--- src/rtl/evtc_pkg.sv ---
`timescale 1ns/1ps
package evtc_pkg;

    typedef enum logic {
        EDGE_RISE = 1'b0,
        EDGE_FALL = 1'b1
    } edge_sel_e;

    typedef struct packed {
        logic      run;
        edge_sel_e edge_sel;
        logic      dbuf;
    } evtc_ctrl_t;

    // True when the synchronized samples form the selected transition
    function automatic logic edge_hit(edge_sel_e sel, logic cur, logic prev);
        if (sel == EDGE_FALL) return (!cur && prev);
        return (cur && !prev);
    endfunction

endpackage

--- src/rtl/evtc_ctrl_reg.sv ---
`timescale 1ns/1ps
module evtc_ctrl_reg
    import evtc_pkg::*;
(
    input  logic       clk,
    input  logic       rst,
    input  logic       ctl_we,
    input  evtc_ctrl_t ctl_wdata,
    input  logic       ctl_load,
    output evtc_ctrl_t ctrl_q,
    output logic       init_pulse,
    output logic       init_dbuf
);

    always_ff @(posedge clk) begin
        if (rst) begin
            ctrl_q <= '{run: 1'b0, edge_sel: EDGE_RISE, dbuf: 1'b0};
        end else if (ctl_we) begin
            ctrl_q <= ctl_wdata;
        end
    end

    // Initialize acts in the same edge as the control write
    assign init_pulse = ctl_we && ctl_load;
    assign init_dbuf  = ctl_wdata.dbuf;

endmodule

--- src/rtl/evtc_edge_detect.sv ---
`timescale 1ns/1ps
module evtc_edge_detect
    import evtc_pkg::*;
#(
    parameter int SYNC_STAGES = 2
) (
    input  logic      clk,
    input  logic      rst,
    input  logic      pin,
    input  edge_sel_e sel,
    output logic      strobe
);

    localparam int PIPE_W = SYNC_STAGES + 1;

    logic [PIPE_W-1:0] pipe_q;

    always_ff @(posedge clk) begin
        if (rst) pipe_q <= '0;
        else     pipe_q <= {pipe_q[PIPE_W-2:0], pin};
    end

    assign strobe = edge_hit(sel, pipe_q[SYNC_STAGES-1], pipe_q[SYNC_STAGES]);

    // one transition yields a single-cycle strobe
    a_r2_strobe_single: assert property (@(posedge clk) disable iff (rst)
        strobe |=> !strobe);

endmodule

--- src/rtl/evtc_cmp_reg.sv ---
`timescale 1ns/1ps
module evtc_cmp_reg #(
    parameter int CNT_W = 16
) (
    input  logic             clk,
    input  logic             rst,
    input  logic             cmp_we,
    input  logic [CNT_W-1:0] cmp_wdata,
    input  logic             dbuf,
    input  logic             init,
    input  logic             init_dbuf,
    input  logic             wrap,
    output logic [CNT_W-1:0] active
);

    logic [CNT_W-1:0] shadow_q;
    logic [CNT_W-1:0] active_q;

    always_ff @(posedge clk) begin
        if (rst) begin
            shadow_q <= '1;
            active_q <= '1;
        end else begin
            if (cmp_we) shadow_q <= cmp_wdata;
            if (init && init_dbuf)   active_q <= shadow_q;
            else if (wrap && dbuf)   active_q <= shadow_q;
            else if (cmp_we && !dbuf) active_q <= cmp_wdata;
        end
    end

    assign active = active_q;

    // a direct-mode write reaches the active compare value at once
    a_r6_direct_write: assert property (@(posedge clk) disable iff (rst)
        (cmp_we && !dbuf && !(init && init_dbuf)) |=> active == $past(cmp_wdata));

    // in buffered mode the active value moves only on clear or initialize
    a_r7_buffer_hold: assert property (@(posedge clk) disable iff (rst)
        (dbuf && !wrap && !(init && init_dbuf)) |=> $stable(active));

endmodule

--- src/rtl/evtc_count_core.sv ---
`timescale 1ns/1ps
module evtc_count_core #(
    parameter int CNT_W = 16
) (
    input  logic             clk,
    input  logic             rst,
    input  logic             run,
    input  logic             strobe,
    input  logic             init,
    input  logic [CNT_W-1:0] active,
    output logic [CNT_W-1:0] count,
    output logic             wrap,
    output logic             tout,
    output logic             irq
);

    logic [CNT_W-1:0] count_q;
    logic             tout_q;
    logic             irq_q;
    logic             step;
    logic             match;

    assign step  = run && strobe;
    assign match = step && (count_q == active);
    assign wrap  = match && !init;

    always_ff @(posedge clk) begin
        if (rst) begin
            count_q <= '0;
            tout_q  <= 1'b0;
            irq_q   <= 1'b0;
        end else begin
            irq_q <= 1'b0;
            if (init) begin
                count_q <= '0;
                tout_q  <= 1'b0;
            end else if (match) begin
                count_q <= '0;
                tout_q  <= ~tout_q;
                irq_q   <= 1'b1;
            end else if (step) begin
                count_q <= count_q + 1'b1;
            end
        end
    end

    assign count = count_q;
    assign tout  = tout_q;
    assign irq   = irq_q;

    // the interrupt lasts one cycle and coincides with a zero count
    a_r4_irq_single: assert property (@(posedge clk) disable iff (rst)
        irq |=> !irq);
    a_r4_irq_zero: assert property (@(posedge clk) disable iff (rst)
        irq |-> count_q == '0);

    // every match clear flips the timer output
    a_r5_tout_flip: assert property (@(posedge clk) disable iff (rst)
        irq |-> tout_q != $past(tout_q));

    // a stopped counter holds its value
    a_r8_hold: assert property (@(posedge clk) disable iff (rst)
        (!run && !init) |=> $stable(count_q) && $stable(tout_q));

    // initialize leaves zero count and low output, no interrupt
    a_r9_init: assert property (@(posedge clk) disable iff (rst)
        init |=> (count_q == '0) && !tout_q && !irq_q);

endmodule

--- src/rtl/evtc_top.sv ---
`timescale 1ns/1ps
module evtc_top
    import evtc_pkg::*;
#(
    parameter int CNT_W       = 16,
    parameter int SYNC_STAGES = 2
) (
    input  logic             clk,
    input  logic             rst,
    input  logic             cmp_we,
    input  logic [CNT_W-1:0] cmp_wdata,
    input  logic             ctl_we,
    input  logic             ctl_run,
    input  logic             ctl_edge_fall,
    input  logic             ctl_dbuf,
    input  logic             ctl_load,
    input  logic             evt_pin,
    output logic [CNT_W-1:0] count_out,
    output logic             tmr_out,
    output logic             irq
);

    evtc_ctrl_t       ctl_wdata;
    evtc_ctrl_t       ctrl_q;
    logic             init_pulse;
    logic             init_dbuf;
    logic             strobe;
    logic             wrap;
    logic [CNT_W-1:0] active;

    assign ctl_wdata = '{run: ctl_run, edge_sel: edge_sel_e'(ctl_edge_fall), dbuf: ctl_dbuf};

    evtc_ctrl_reg u_ctrl (
        .clk        (clk),
        .rst        (rst),
        .ctl_we     (ctl_we),
        .ctl_wdata  (ctl_wdata),
        .ctl_load   (ctl_load),
        .ctrl_q     (ctrl_q),
        .init_pulse (init_pulse),
        .init_dbuf  (init_dbuf)
    );

    evtc_edge_detect #(.SYNC_STAGES(SYNC_STAGES)) u_edge (
        .clk    (clk),
        .rst    (rst),
        .pin    (evt_pin),
        .sel    (ctrl_q.edge_sel),
        .strobe (strobe)
    );

    evtc_cmp_reg #(.CNT_W(CNT_W)) u_cmp (
        .clk       (clk),
        .rst       (rst),
        .cmp_we    (cmp_we),
        .cmp_wdata (cmp_wdata),
        .dbuf      (ctrl_q.dbuf),
        .init      (init_pulse),
        .init_dbuf (init_dbuf),
        .wrap      (wrap),
        .active    (active)
    );

    evtc_count_core #(.CNT_W(CNT_W)) u_core (
        .clk    (clk),
        .rst    (rst),
        .run    (ctrl_q.run),
        .strobe (strobe),
        .init   (init_pulse),
        .active (active),
        .count  (count_out),
        .wrap   (wrap),
        .tout   (tmr_out),
        .irq    (irq)
    );

endmodule

--- config.mk ---
export PLATFORM = sky130hd
export DESIGN_NAME = evtc_top
export DESIGN_NICKNAME = d
export VERILOG_FILES = /design/src/rtl/evtc_pkg.sv /design/src/rtl/evtc_ctrl_reg.sv /design/src/rtl/evtc_edge_detect.sv /design/src/rtl/evtc_cmp_reg.sv /design/src/rtl/evtc_count_core.sv /design/src/rtl/evtc_top.sv
export SDC_FILE = /design/constraint.sdc
export NUM_CORES = 1
export LEC_CHECK = 0
export ABC_CLOCK_PERIOD_IN_PS = 1900
export CAP_MARGIN = 0
export CORE_MARGIN = 1
export CORE_UTILIZATION = 36
export DETAILED_ROUTE_END_ITERATION = 10
export HOLD_SLACK_MARGIN = 0.1
export PLACE_DENSITY = 0.59
export SLEW_MARGIN = 5
export SYNTH_ARGS = -nofsm -noshare
export SYNTH_HDL_FRONTEND = slang
export SYNTH_SLANG_ARGS = --single-unit
--- constraint.sdc ---
create_clock -name clk -period 1.9 [get_ports clk]
set_input_delay 0.285 -clock clk [delete_from_list [all_inputs] [get_ports clk]]
set_output_delay 0.285 -clock clk [all_outputs]
set_load 0.05 [all_outputs]
==> impl_metrics.toml <==
[global_routing]
grt_max_degree = 33
grt_pass1_wl_mm = 8.459
use_met3 = 0.02952
antenna_found_initial = 0
globalRouteTotalUtil = 0.1463
grt_busiest_layer = "met2"
met1_usage = 0.2006
grt_pass1_vias = 1710
grt_overflow = 0
grtUsageMet2 = 0.2316

[layout]
final_core_util = 0.4788
register_area_mm2 = 0.001131
fin_cells = 388
diodes = 0
syn_to_final_growth_pct = 27.26
drive_gt1_frac = 0.1712
mostFrequentLayoutCells = "dfxtp_1, clkdlybuf4s50_1, nor2_1"
final_common_cell = "dfxtp_1"
multi_input_area_mm2 = 0.001378
final_nets = 317
nFillCells = 668

[setup_path]
critPathMaxStageDelay_ns = 0.82
path_depth = 1
reg2regPathDepth = 6
r2r_slack_ns = 0.15
worstSetupStartpointType = "flop"
end_kind = "output pin"
cp_max_fo = 4
required_ns = 1.62
crit_family = "buffers and inverters"
r2r-end = "u_cmp.active[0]"
worst-path-buf-inv = 1
critPathKind = "flop to output pin"
cp_data_arrival_time_ns = 1.54
critical_path.cell_chain = "clkdlybuf4s50_1"
r2r_start = "u_edge.pipe_q[1]"
slowest_stage = "clkdlybuf4s50_1"

[sta]
fin_skew_ns = 0.01187
worst_hold_slack_ns = 0.4466
tns_ns = 0
fmax_mhz = 548.1
relSlewSlack = 0.6667
slew_violations = 0
grt_setup_unrepaired = "false"
finalSetupViolCount = 0
worst_pin_slew_ns = 0.4992
finalHoldViolations = 0
post-route-min-period_ns = 1.824
fin_crit_sh = 0.9602

[synth]
ys_async_sr_fraction = 0
synth_edf_count = 0
synthCells = 242
yosysWarnings = 0
syn-cell-area_mm2 = 0.002570
synth_flop_cell = "dfxtp_1"
syn_avg_cell_area_um2 = 10.62
syn_nets = 268
yosysSeqAreaShare = 0.4362
synth_seq_cells = 56
yosys.cell_types.count = 34

[placement]
port_buffers = 42
finalWeightedCongestion = 0.7113
hpwl_mm = 3.768
dp.cells = 380

[floorplan]
row_count = 30
die_w_um = 86.49
die_h_um = 86.49
initial_core_util = 0.3762
die_area_mm2 = 0.007481
pin_count = 43
core-area_mm2 = 0.006832

[detailed_routing]
vias_per_cell = 4.773
drt_iter0_drc = 52
dr_total_vias = 1852
drt_wl_total_mm = 5.163
drc_errors = 0
drtAntennaViolNets = 0
first_pass_iters = 4
drt-wirelength-per-cell_um = 13.31

[clock_network]
cts_setup_buffers = 0
cts_tree = "built"
cts.sinks = 56
h-tree-depth = 2
clock-root-buffer = "clkbuf_8"
cts_buffers = 5
clk_latency_ns = 0.32
path_clk_slew_ns = 0.10
clk_path_buf_depth = 2

[outcome]
status = "complete, no violations"

[flow_run]
cap_violations = 0

[power]
p_leak_nw = 1.260
vdd_drop_max_uv = 334.5
pwr_density_cell_mw_per_mm2 = 682.2

[min_path]
min_to = "u_edge.pipe_q[1]"
whs_path_depth = 1
hp-class = "flop to flop"
hold_start = "u_edge.pipe_q[0]"
[what timing repair did]
item,CTS,global route
hold buffers,0,0
hold endpoints to repair,0,0
resized for setup,1,2
setup endpoints to repair,1,2
[kinds of logic after synthesis]
group | Yosys count | share of synthesized area
AO/OA/AOI/OAI | 39 | 0.1757
XOR/XNOR | 31 | 0.1056
adder cells (fa/ha/maj) | 1 | 0.004868
buffers and inverters | 13 | 0.02775
flip-flops | 56 | 0.4362
multiplexers | 20 | 0.07790
AND/OR/NAND/NOR | 82 | 0.1719
[Yosys cell counts (2+ instances only)]
| library cell | n | area share |
|---|---|---|
| dfxtp_1 | 56 | 0.44 |
| nor2_1 | 24 | 0.035 |
| mux2i_1 | 20 | 0.078 |
| nor2b_1 | 19 | 0.046 |
| xor2_1 | 19 | 0.065 |
| a211o_1 | 16 | 0.055 |
| xnor2_1 | 12 | 0.041 |
| a2bb2oi_2 | 11 | 0.064 |
| nand2_1 | 10 | 0.015 |
| nand3_1 | 7 | 0.014 |
| clkbuf_1 | 6 | 0.0088 |
| a2bb2oi_1 | 5 | 0.017 |
| nand4_1 | 5 | 0.012 |
| and3_1 | 3 | 0.0073 |
| buf_2 | 3 | 0.0058 |
| nand2b_1 | 3 | 0.0073 |
| a211oi_2 | 2 | 0.0097 |
| a41oi_4 | 2 | 0.021 |
| and4_1 | 2 | 0.0068 |
| inv_1 | 2 | 0.0029 |
| nor4_1 | 2 | 0.0049 |
[where the power goes]
| group | total [mW] | leakage (nW) | internal, mW | switching (mW) |
|---|---|---|---|---|
| Combinational | 0.287 | 0.747 | 0.168 | 0.119 |
| Sequential | 1.27 | 0.464 | 1.23 | 0.0391 |
| Clock | 0.677 | 0.0487 | 0.270 | 0.407 |
[worst max-delay path by stage]
stage | startpoint | end
floorplan | u_core.count[10] | u_cmp.active[14]
global placement | u_edge.pipe_q[1] | u_cmp.active[2]
detailed placement | u_edge.pipe_q[1] | u_cmp.active[15]
CTS | u_core.count[6] | count_out[6]
global route | u_core.count[10] | count_out[10]
finish | u_core.count[10] | count_out[10]
[layout make-up]
cell class,instances,area share
clock buffers,5,0.02104
well taps,96,0.03673
flip-flops and latches,56,0.3458
clock inverters,3,0.008034
inverters,2,0.002295
repair buffers,53,0.1649
multi-input cells,173,0.4212
[registers in the layout (all words and copies together), names as in the netlist]
| name | flops |
|---|---|
| u_edge.pipe_q | 3 |
| u_core.tout | 1 |
| u_ctrl.ctrl_q | 3 |
| u_cmp.shadow_q | 16 |
| u_cmp.active | 16 |
| u_core.count | 16 |
| u_core.irq | 1 |
[stage by stage]
stage | worst slack, ns | power, mW | cell area (um2)
after global placement | 0.1906 | 1.579 | 3172
final | 0.07554 | 2.231 | 3271
after floorplan | 0.007192 | 1.472 | 2580
after detailed placement | 0.1770 | 1.584 | 3172
after global routing | 0.01391 | 2.343 | 3271
after CTS | 0.008227 | 2.269 | 3266
[per-layer routing]
| layer | up-vias | share of wire |
|---|---|---|
| met1 | 867 | 0.50 |
| met2 | 29 | 0.46 |
| li1 | 951 | - |
| met5 | - | 0 |
| met3 | 5 | 0.026 |
| met4 | 0 | 0.015 |
Power figures use the tool's default switching activity.
